==> config.mk <==
export PLATFORM = sky130hd
export DESIGN_NAME = exc_vec_gen
export DESIGN_NICKNAME = d
export VERILOG_FILES = /design/src/rtl/exc_vec_pkg.sv /design/src/rtl/exc_opcode_decode.sv /design/src/rtl/exc_vec_select.sv /design/src/rtl/exc_vbr.sv /design/src/rtl/exc_vec_gen.sv
export SDC_FILE = /design/constraint.sdc
export NUM_CORES = 1
export LEC_CHECK = 0
export BUFFER_PORTS_ARGS = -buffer_cell sky130_fd_sc_hd__buf_2
export CORE_MARGIN = 5
export CORE_UTILIZATION = 56
export CTS_CLUSTER_SIZE = 12
export DETAILED_ROUTE_END_ITERATION = 16
export MAX_ROUTING_LAYER = met4
export PLACE_DENSITY_LB_ADDON = 0.1
export SLEW_MARGIN = 30
export SYNTH_ARGS = -nofsm -noshare
export SYNTH_HDL_FRONTEND = slang
export SYNTH_SLANG_ARGS = --single-unit
==> constraint.sdc <==
create_clock -name clk_i -period 3.4 [get_ports clk_i]
set_input_delay 0.17 -clock clk_i [delete_from_list [all_inputs] [get_ports clk_i]]
set_output_delay 0.17 -clock clk_i [all_outputs]
set_load 0.02 [all_outputs]
==> src/rtl/exc_vec_pkg.sv <==
package exc_vec_pkg;
  localparam int unsigned VEC_W = 8;
  localparam int unsigned OFS_W = VEC_W + 2;

  typedef enum logic [3:0] {
    K_RST_SP   = 4'd0,
    K_RST_PC   = 4'd1,
    K_BUS_ERR  = 4'd2,
    K_ADR_ERR  = 4'd3,
    K_OPCODE   = 4'd4,
    K_ZDIV     = 4'd5,
    K_BOUNDS   = 4'd6,
    K_CTRAP    = 4'd7,
    K_PRIV     = 4'd8,
    K_TRACE    = 4'd9,
    K_FORMAT   = 4'd10,
    K_UNINIT   = 4'd11,
    K_TRAP     = 4'd12,
    K_IRQ      = 4'd13,
    K_RSVD14   = 4'd14,
    K_RSVD15   = 4'd15
  } exc_kind_e;

  typedef enum logic [2:0] {
    C_NONE    = 3'd0,
    C_ILLEGAL = 3'd1,
    C_ALINE   = 3'd2,
    C_FLINE   = 3'd3,
    C_COPROC  = 3'd4
  } opc_class_e;

  localparam logic [VEC_W-1:0] V_ILLEGAL  = 8'd4;
  localparam logic [VEC_W-1:0] V_PRIV     = 8'd8;
  localparam logic [VEC_W-1:0] V_ALINE    = 8'd10;
  localparam logic [VEC_W-1:0] V_FLINE    = 8'd11;
  localparam logic [VEC_W-1:0] V_FORMAT   = 8'd14;
  localparam logic [VEC_W-1:0] V_UNINIT   = 8'd15;
  localparam logic [VEC_W-1:0] V_SPURIOUS = 8'd24;
  localparam logic [VEC_W-1:0] V_TRAP0    = 8'd32;
endpackage

==> src/rtl/exc_opcode_decode.sv <==
module exc_opcode_decode
  import exc_vec_pkg::*;
(
  input  logic [15:0]      opcode_i,
  input  logic             supervisor_i,
  output opc_class_e       cls_o,
  output logic [2:0]       cp_id_o,
  output logic [VEC_W-1:0] vec_o
);
  logic [3:0] line;
  logic [2:0] cpid;
  assign line = opcode_i[15:12];
  assign cpid = opcode_i[11:9];

  always_comb begin
    cls_o   = C_ILLEGAL;
    cp_id_o = 3'd0;
    vec_o   = V_ILLEGAL;
    if (line == 4'hA) begin
      cls_o = C_ALINE;
      vec_o = V_ALINE;
    end else if (line == 4'hF) begin
      if (cpid != 3'd0) begin
        // no coprocessor answered: emulate through the F-line vector
        cls_o   = C_COPROC;
        cp_id_o = cpid;
        vec_o   = V_FLINE;
      end else begin
        cls_o = C_FLINE;
        vec_o = supervisor_i ? V_FLINE : V_PRIV;
      end
    end
  end
endmodule

==> src/rtl/exc_vec_select.sv <==
module exc_vec_select
  import exc_vec_pkg::*;
(
  input  exc_kind_e        kind_i,
  input  logic [3:0]       trap_imm_i,
  input  logic [2:0]       irq_lvl_i,
  input  logic [1:0]       iack_i,
  input  logic [VEC_W-1:0] dev_vec_i,
  input  logic [VEC_W-1:0] dec_vec_i,
  output logic [VEC_W-1:0] vec_o,
  output logic             is_reset_o
);
  assign is_reset_o = (kind_i == K_RST_SP) || (kind_i == K_RST_PC);

  always_comb begin
    unique case (kind_i)
      K_RST_SP, K_RST_PC, K_BUS_ERR, K_ADR_ERR, K_ZDIV,
      K_BOUNDS, K_CTRAP, K_PRIV, K_TRACE:
                 vec_o = {4'd0, kind_i};
      K_OPCODE:  vec_o = dec_vec_i;
      K_FORMAT:  vec_o = V_FORMAT;
      K_UNINIT:  vec_o = V_UNINIT;
      K_TRAP:    vec_o = V_TRAP0 + {4'd0, trap_imm_i};
      K_IRQ: begin
        unique case (iack_i)
          2'd0:    vec_o = dev_vec_i;
          2'd1:    vec_o = V_SPURIOUS + {5'd0, irq_lvl_i};
          default: vec_o = V_SPURIOUS;
        endcase
      end
      default:   vec_o = V_ILLEGAL;
    endcase
  end
endmodule

==> src/rtl/exc_vbr.sv <==
module exc_vbr #(
  parameter int unsigned AW = 32
) (
  input  logic          clk_i,
  input  logic          rst_ni,
  input  logic          clr_i,
  input  logic          we_i,
  input  logic [AW-1:0] data_i,
  output logic [AW-1:0] vbr_o
);
  always_ff @(posedge clk_i or negedge rst_ni) begin
    if (!rst_ni)    vbr_o <= '0;
    else if (clr_i) vbr_o <= '0;
    else if (we_i)  vbr_o <= data_i;
  end
endmodule

==> src/rtl/exc_vec_gen.sv <==
module exc_vec_gen
  import exc_vec_pkg::*;
#(
  parameter int unsigned AW = 32
) (
  input  logic          clk_i,
  input  logic          rst_ni,
  input  logic          req_i,
  input  logic [3:0]    kind_i,
  input  logic [3:0]    trap_imm_i,
  input  logic [2:0]    irq_lvl_i,
  input  logic [1:0]    iack_i,
  input  logic [7:0]    dev_vec_i,
  input  logic [15:0]   opcode_i,
  input  logic          supervisor_i,
  input  logic          vbr_we_i,
  input  logic [AW-1:0] vbr_data_i,
  output logic          vld_o,
  output logic [7:0]    vec_num_o,
  output logic [AW-1:0] vec_addr_o,
  output logic          prog_space_o,
  output logic [2:0]    opc_class_o,
  output logic [2:0]    cp_id_o
);
  localparam int unsigned PAD_W = AW - OFS_W;

  exc_kind_e        kind;
  opc_class_e       dec_cls;
  logic [2:0]       dec_cp;
  logic [VEC_W-1:0] dec_vec, sel_vec;
  logic             is_reset;
  logic [AW-1:0]    vbr_q, base, offset;

  assign kind = exc_kind_e'(kind_i);

  exc_opcode_decode i_dec (
    .opcode_i     (opcode_i),
    .supervisor_i (supervisor_i),
    .cls_o        (dec_cls),
    .cp_id_o      (dec_cp),
    .vec_o        (dec_vec)
  );

  exc_vec_select i_sel (
    .kind_i     (kind),
    .trap_imm_i (trap_imm_i),
    .irq_lvl_i  (irq_lvl_i),
    .iack_i     (iack_i),
    .dev_vec_i  (dev_vec_i),
    .dec_vec_i  (dec_vec),
    .vec_o      (sel_vec),
    .is_reset_o (is_reset)
  );

  exc_vbr #(.AW(AW)) i_vbr (
    .clk_i  (clk_i),
    .rst_ni (rst_ni),
    .clr_i  (req_i && is_reset),
    .we_i   (vbr_we_i),
    .data_i (vbr_data_i),
    .vbr_o  (vbr_q)
  );

  // reset vectors live at the bottom of memory whatever the base held
  assign base   = is_reset ? '0 : vbr_q;
  assign offset = {{PAD_W{1'b0}}, sel_vec, 2'b00};

  always_ff @(posedge clk_i or negedge rst_ni) begin
    if (!rst_ni) begin
      vld_o        <= 1'b0;
      vec_num_o    <= '0;
      vec_addr_o   <= '0;
      prog_space_o <= 1'b0;
      opc_class_o  <= C_NONE;
      cp_id_o      <= '0;
    end else begin
      vld_o <= req_i;
      if (req_i) begin
        vec_num_o    <= sel_vec;
        vec_addr_o   <= base + offset;
        prog_space_o <= is_reset;
        opc_class_o  <= (kind == K_OPCODE) ? dec_cls : C_NONE;
        cp_id_o      <= (kind == K_OPCODE) ? dec_cp : 3'd0;
      end
    end
  end
endmodule

* After elaboration in Yosys (flattened, before gate mapping)
Cells that the tools add are included.
** Word-level totals
- Register bits after elaboration :: 80
- Bits of input ports :: 74
- Output and inout bits :: 48
- Word-level logic and storage cells :: 50
** Cells by class
- Add/sub/neg operators :: 3
- Equality and inequality tests :: 16
- Mux-type cells :: 17
- Reduce and logical (&&, ||, !) cells :: 7
** Operator list (number)
- 32-bit 2-to-1 mux :: 3
- 8-bit one-hot mux with 6 select lines :: 1
- 32-bit by 10-bit adder with 32-bit output :: 1
- 4-bit equality test, second input constant :: 8
- 3-bit 2-to-1 mux :: 8
- 8-bit 2-to-1 mux :: 3
- 4-bit by 3-bit equality test with 1-bit output, second input constant :: 4
- 8-bit one-hot mux with 2 select lines :: 1
- 9-bit OR reduction :: 1
- 4-bit by 2-bit equality test with 1-bit output, second input constant :: 2
- 6-bit by 4-bit adder with 7-bit output, first input constant :: 1
- 5-bit by 3-bit adder with 6-bit output, first input constant :: 1
- 4-bit by 1-bit equality test with 1-bit output, second input constant :: 1
- 4-bit zero test :: 1
- 3-bit nonzero test :: 1
- 2-bit by 1-bit equality test with 1-bit output, second input constant :: 1
- 2-bit zero test :: 1
- 2-bit 2-to-1 mux :: 1
- 2-bit nonzero test :: 1
- 1-bit logical AND :: 1
- 1-bit logical OR :: 1

* Longest topological paths before layout
- Depth in word-level cells :: 6
- Depth in mapped cells :: 13

* By module
From an unflattened synthesis, not the netlist that was laid out.
** Second synthesis, totals
- Cell total of the unflattened synthesis :: 432
- Area total of the unflattened synthesis :: 4521.8 µm²
** By module, submodules not included
- exc_vec_gen :: instances 1, cells an instance 268, area each 2747.6 µm²
- exc_vbr :: instances 1, cells an instance 103, area each 1323.8 µm²
- exc_vec_select :: instances 1, cells an instance 39, area each 285.3 µm²
- exc_opcode_decode :: instances 1, cells an instance 22, area each 165.2 µm²

* Least setup slack after synthesis
OpenSTA, ideal clock, no wires.
- Path type :: input-to-reg
- From :: input port kind_i[1]
- To :: register vec_addr_o[24]
- Arrival :: 2713 ps
- Data required time :: 3274 ps
- Path slack :: 561 ps
- Stages on the path :: 11
- Cells stage by stage :: or3_1 -> buf_2 -> clkbuf_1 -> and2_1 -> ha_1 -> fa_1 -> a211oi_1 -> or2_4 -> a21oi_2 -> and3_1 -> a221o_1
** On the way
- Word-level cells in the longest chain between the ends :: 4
- Elaborated cells between the ends (all ways) :: 19
- Classes of those cells :: add/sub (1); eq/ne (13); mux (2); reduce/logical (3)
** Ends and longest elaborated chain
- start: declaration :: RTL line exc_vec_gen.sv:9 : input logic [3:0] kind_i,
- 4-bit by 2-bit equality test with 1-bit output, or another cell as far along :: RTL line exc_vec_select.sv:16 : unique case (kind_i)
- 9-bit OR reduction or 1-bit logical OR (tied branches) :: RTL line exc_vec_select.sv:16, exc_vec_select.sv:13
- 8-bit one-hot mux with 6 select lines or 32-bit 2-to-1 mux (tied branches) :: RTL line exc_vec_select.sv:16, exc_vec_gen.sv:65
- 32-bit by 10-bit adder with 32-bit output * :: RTL line exc_vec_gen.sv:80 : vec_addr_o <= base + offset;
- end signal: assignment :: RTL line exc_vec_gen.sv:80
- end: declaration :: RTL line exc_vec_gen.sv:20 : output logic [AW-1:0] vec_addr_o,
Every way passes the cells marked *; elsewhere a longest branch is shown, timed or not.
A chain may end at the register's enable or synchronous reset.

* Final worst setup path
- From :: input port kind_i[3]
- To :: register vec_addr_o[26]
** On the way
- Word-level cells in the longest chain between the ends :: 4
- Elaborated cells between the ends (all ways) :: 19
- Classes of those cells :: add/sub (1); eq/ne (13); mux (2); reduce/logical (3)
** Ends and longest elaborated chain
- 4-bit by 2-bit equality test with 1-bit output, or another cell as far along :: RTL line exc_vec_select.sv:16
- 9-bit OR reduction :: RTL line exc_vec_select.sv:16
- 8-bit one-hot mux with 6 select lines * :: RTL line exc_vec_select.sv:16
- net i_sel.vec_o[0] :: RTL line exc_vec_select.sv:10 : output logic [VEC_W-1:0] vec_o,
- 32-bit by 10-bit adder with 32-bit output * :: RTL line exc_vec_gen.sv:80
Mark *: on every way through the listed nets, which the timed path passes. The rest lies on a longest branch.

==> run summary <==
Distinct cells, synth = 67
Clock tree sinks = 80
GR Util All Layers = 24.8%
Leakage power = 2.57 nW
EDFF count, synth = 0
Top cell type's share of synthesized area = 44.8%
DP Wirelength = 8200 µm
Seq/Total Area, Yosys = 44.8%
Placer Congestion = 0.878
Relative slew slack = 36.9%
Slew @ Worst Pin = 0.946 ns
Async set-reset flop share out of synthesis = 100%
Crit path cell chain = buf_2 -> and2_1 -> nor2b_1 -> a21oi_1 -> o21ai_1 -> ha_1 -> fa_1 -> a211oi_1 -> or2_4 -> a21oi_2 -> a31oi_1 -> a221o_1
Syn nets = 538
Final Max Slew Viols = 0
Worst setup EP type = register
Net Sw Frac = 30.9%
Synthesized cell area = 0.00447 mm²
Startpoint Class = primary input
Outcome = complete, no violations
Most used DFF post-synth = dfrtp_1
Max-capacitance violation count = 0
Num ports = 122
Final core occ = 68.4%
Final cycle utilization of the critical path = 82.4%
NumNets Final = 637
CORE AREA = 0.00777 mm²
Reg-to-Reg End = vec_addr_o[26]
Worst Path Arrival = 3.03 ns
Period minus WS final = 2.80 ns
Internal power = 1.78 mW
Diodes inserted = 0
Path type of the worst setup path = in2reg
Avg Inst Size Synth = 9.82 µm²
Critical R2R Launch = i_vbr.vbr_o[2]
Min-delay src = vbr_data_i[22]
Psw = 797 µW
Row Count = 32
P per Cell Area = 486 mW/mm²
Hold Path Stages = 3
Final Hold Fails = 0
Vias in the first global route = 3883
Root buffer cell = clkbuf_8
First-pass detailed-route iteration total = 5
R2R setup slack = 0.86 ns
Die area = 0.00987 mm²
Hold WC Path Type = in2reg
Routed wl met2 = 5520 µm
Antenna Nets Post-Route = 0
Vias = 3977
Largest net degree at the start of global routing = 81
First-pass GRT wire length = 19300 µm
Combinational Power Share = 22.2%
FF+latch area = 0.00200 mm²
Post-CTS Resized = 0
Crit Path Max Fanout = 15
CTS H-tree lvls = 3
Yosys Warn Count = 0
Routed Wire Length = 11700 µm
Setup TNS = 0 ns
Gr ovfl total = 0
Worst Hold Path EP = i_vbr.vbr_o[22]
Achievable Freq = 357 MHz
# setup viols final = 0
# DRC = 0
Footprint of the multi-input gates = 0.00230 mm²
Metal3 WL = 915 µm
PortBufs = 112
Initial Util = 57.5%
Clock share of power = 32.9%
Die Height = 99.3 µm
Metal-1 WL = 5170 µm
Largest cells by area after synthesis = dfrtp_1, mux2i_1, nor2_1, nand2_1, mux2_2
RSZ-0062 raised after global routing = false
Clk_skew = 0.0125 ns
Cts bufs inserted = 9
Avg WL per Cell = 17.8 µm
Largest area contributor in the netlist = dfrtp_1
Top Metal Used = met4
Peak supply drop = 331 µV
Via density = 6.02
Filler cells = 670
Area grow syn2layout = 18.8%
Clock tree buffer depth = 2
CP max stage cell = a21oi_2
Later-pin clock latency in the skew report = 0.35 ns
Drt initial violations = 236
Die width = 99.3 µm
Biggest cell delay along the critical path = 0.42 ns
WP data required = 3.63 ns
Share of layout cells above drive strength 1 = 27.5%
Worst R2R Path Depth = 8
Sequential power share = 44.9%
Register clock-pin slew on the reported worst setup and hold paths = 0.09 ns
CTS tree = built
Initial antenna violation count = 0
Yosys reg bits = 80
Synth Instances = 455
-- area by class of cell --
| cell class | instances | share of cell area, % |
|---|---|---|
| Inverter | 9 | 0.636 |
| Tap cell | 102 | 2.40 |
| Sequential cell | 80 | 37.7 |
| Timing Repair Buffer | 116 | 11.3 |
| Multi-Input combinational cell | 338 | 43.4 |
| Clock buffer | 9 | 2.33 |
| Clock inverter | 7 | 2.26 |
-- flip-flops by register name, summed over array words and instances, names as in the netlist --
name	cells
opc_class_o	3
prog_space_o	1
cp_id_o	3
vld_o	1
vec_addr_o	32
i_vbr.vbr_o	32
vec_num_o	8
-- worst max path at each step --
stage / to / startpoint / slack [ns] / depth (start not counted)
detailed placement: vec_addr_o[26] / kind_i[3] / 0.27 / 12
global route: vec_addr_o[24] / kind_i[3] / 0.39 / 12
CTS: vec_addr_o[26] / kind_i[3] / 0.60 / 12
floorplan: vec_addr_o[24] / kind_i[1] / 0.56 / 11
global placement: vec_addr_o[26] / kind_i[1] / 0.36 / 10
finish: vec_addr_o[26] / kind_i[3] / 0.60 / 12
-- repair_timing --
action                    4_1_cts  5_1_grt
buffers inserted                0        0
hold buffers                    1        0
hold endpoints to repair       80        0
-- power by group through the flow --
stage | logic, mW | registers (mW) | clock network (mW)
floorplan | 0.293 | 1.23 | 0
global placement | 0.555 | 1.17 | 0
detailed placement | 0.573 | 1.17 | 0
CTS | 0.578 | 1.15 | 0.859
global route | 0.631 | 1.17 | 0.905
finish | 0.574 | 1.16 | 0.848
-- cells in the mapped netlist (7+ instances only) --
master / instances
nand2_1: 35
ha_1: 8
a31oi_1: 11
a21oi_1: 9
nand3_1: 17
mux2_2: 11
dfrtp_1: 80
nor2_1: 58
and3_1: 8
inv_1: 7
mux2i_1: 35
buf_2: 8
nand4_1: 14
a21o_1: 9
clkbuf_1: 15
and2_1: 13
-- per-layer routing --
layer  vias up  track usage [%]
met5         -                -
met4         0             7.25
met3        15             5.26
met2       157             37.1
met1      1925             34.0
li1       1880                -
-- stage by stage --
step / hold WS (ns) / area, µm² / setup WS [ns] / total power, mW / instances
4_1_cts: 0.0462 / 5310 / 0.597 / 2.59 / 661
3_3_place_gp: 0.398 / 5050 / 0.362 / 1.72 / 644
6_report: 0.0535 / 5310 / 0.597 / 2.58 / 661
5_1_grt: 0.0480 / 5310 / 0.388 / 2.71 / 661
3_5_place_dp: 0.258 / 5060 / 0.275 / 1.74 / 644
2_1_floorplan: -0.126 / 4470 / 0.561 / 1.53 / 455
-- cells in the final DEF, fill, tap and decap left out, types with 3 or more instances in the layout --
cell / instances
mux2_2: 11
buf_4: 3
a211o_1: 4
ha_1: 8
o21ai_0: 5
and3_1: 8
inv_1: 7
mux2i_1: 35
bufinv_16: 3
nor3_2: 3
clkbuf_8: 9
or4_1: 3
a211oi_1: 6
nand4_1: 14
nand2_1: 35
nand2b_1: 3
a21o_1: 9
nor2b_1: 3
a21oi_1: 9
o2111ai_1: 3
nor3_1: 6
nand3_1: 17
o311ai_1: 4
o31ai_1: 3
and2_1: 13
dfrtp_1: 80
and4_1: 3
a31oi_1: 11
nor2_1: 57
buf_2: 111
o21ai_1: 3
a31o_1: 4
or3_1: 6
o211ai_1: 6
a22o_1: 6
xnor2_1: 5
-- kinds of logic (layout without fill, tap and decap cells) --
family                     count (synthesis)  after routing  synth area share, %
and+or+nand+nor                          179            179                 20.1
DFF                                       80             80                 44.8
adders and majority gates                  9              9                 2.69
xor gates and xnor gates                   6              6                 1.18
buffers and inverters                     37            141                 3.70
AOI/OAI and AO/OA                         98             98                 16.9
muxes                                     46             46                 10.6
-- critical path, delay by kind of cell --
family / cells / cell delay [ns]
fa+ha+maj: 2 / 0.51
compound gates: 6 / 1.30
simple gates: 3 / 0.79
buf+inv: 1 / 0.26
(Power assumes the default switching activity.)
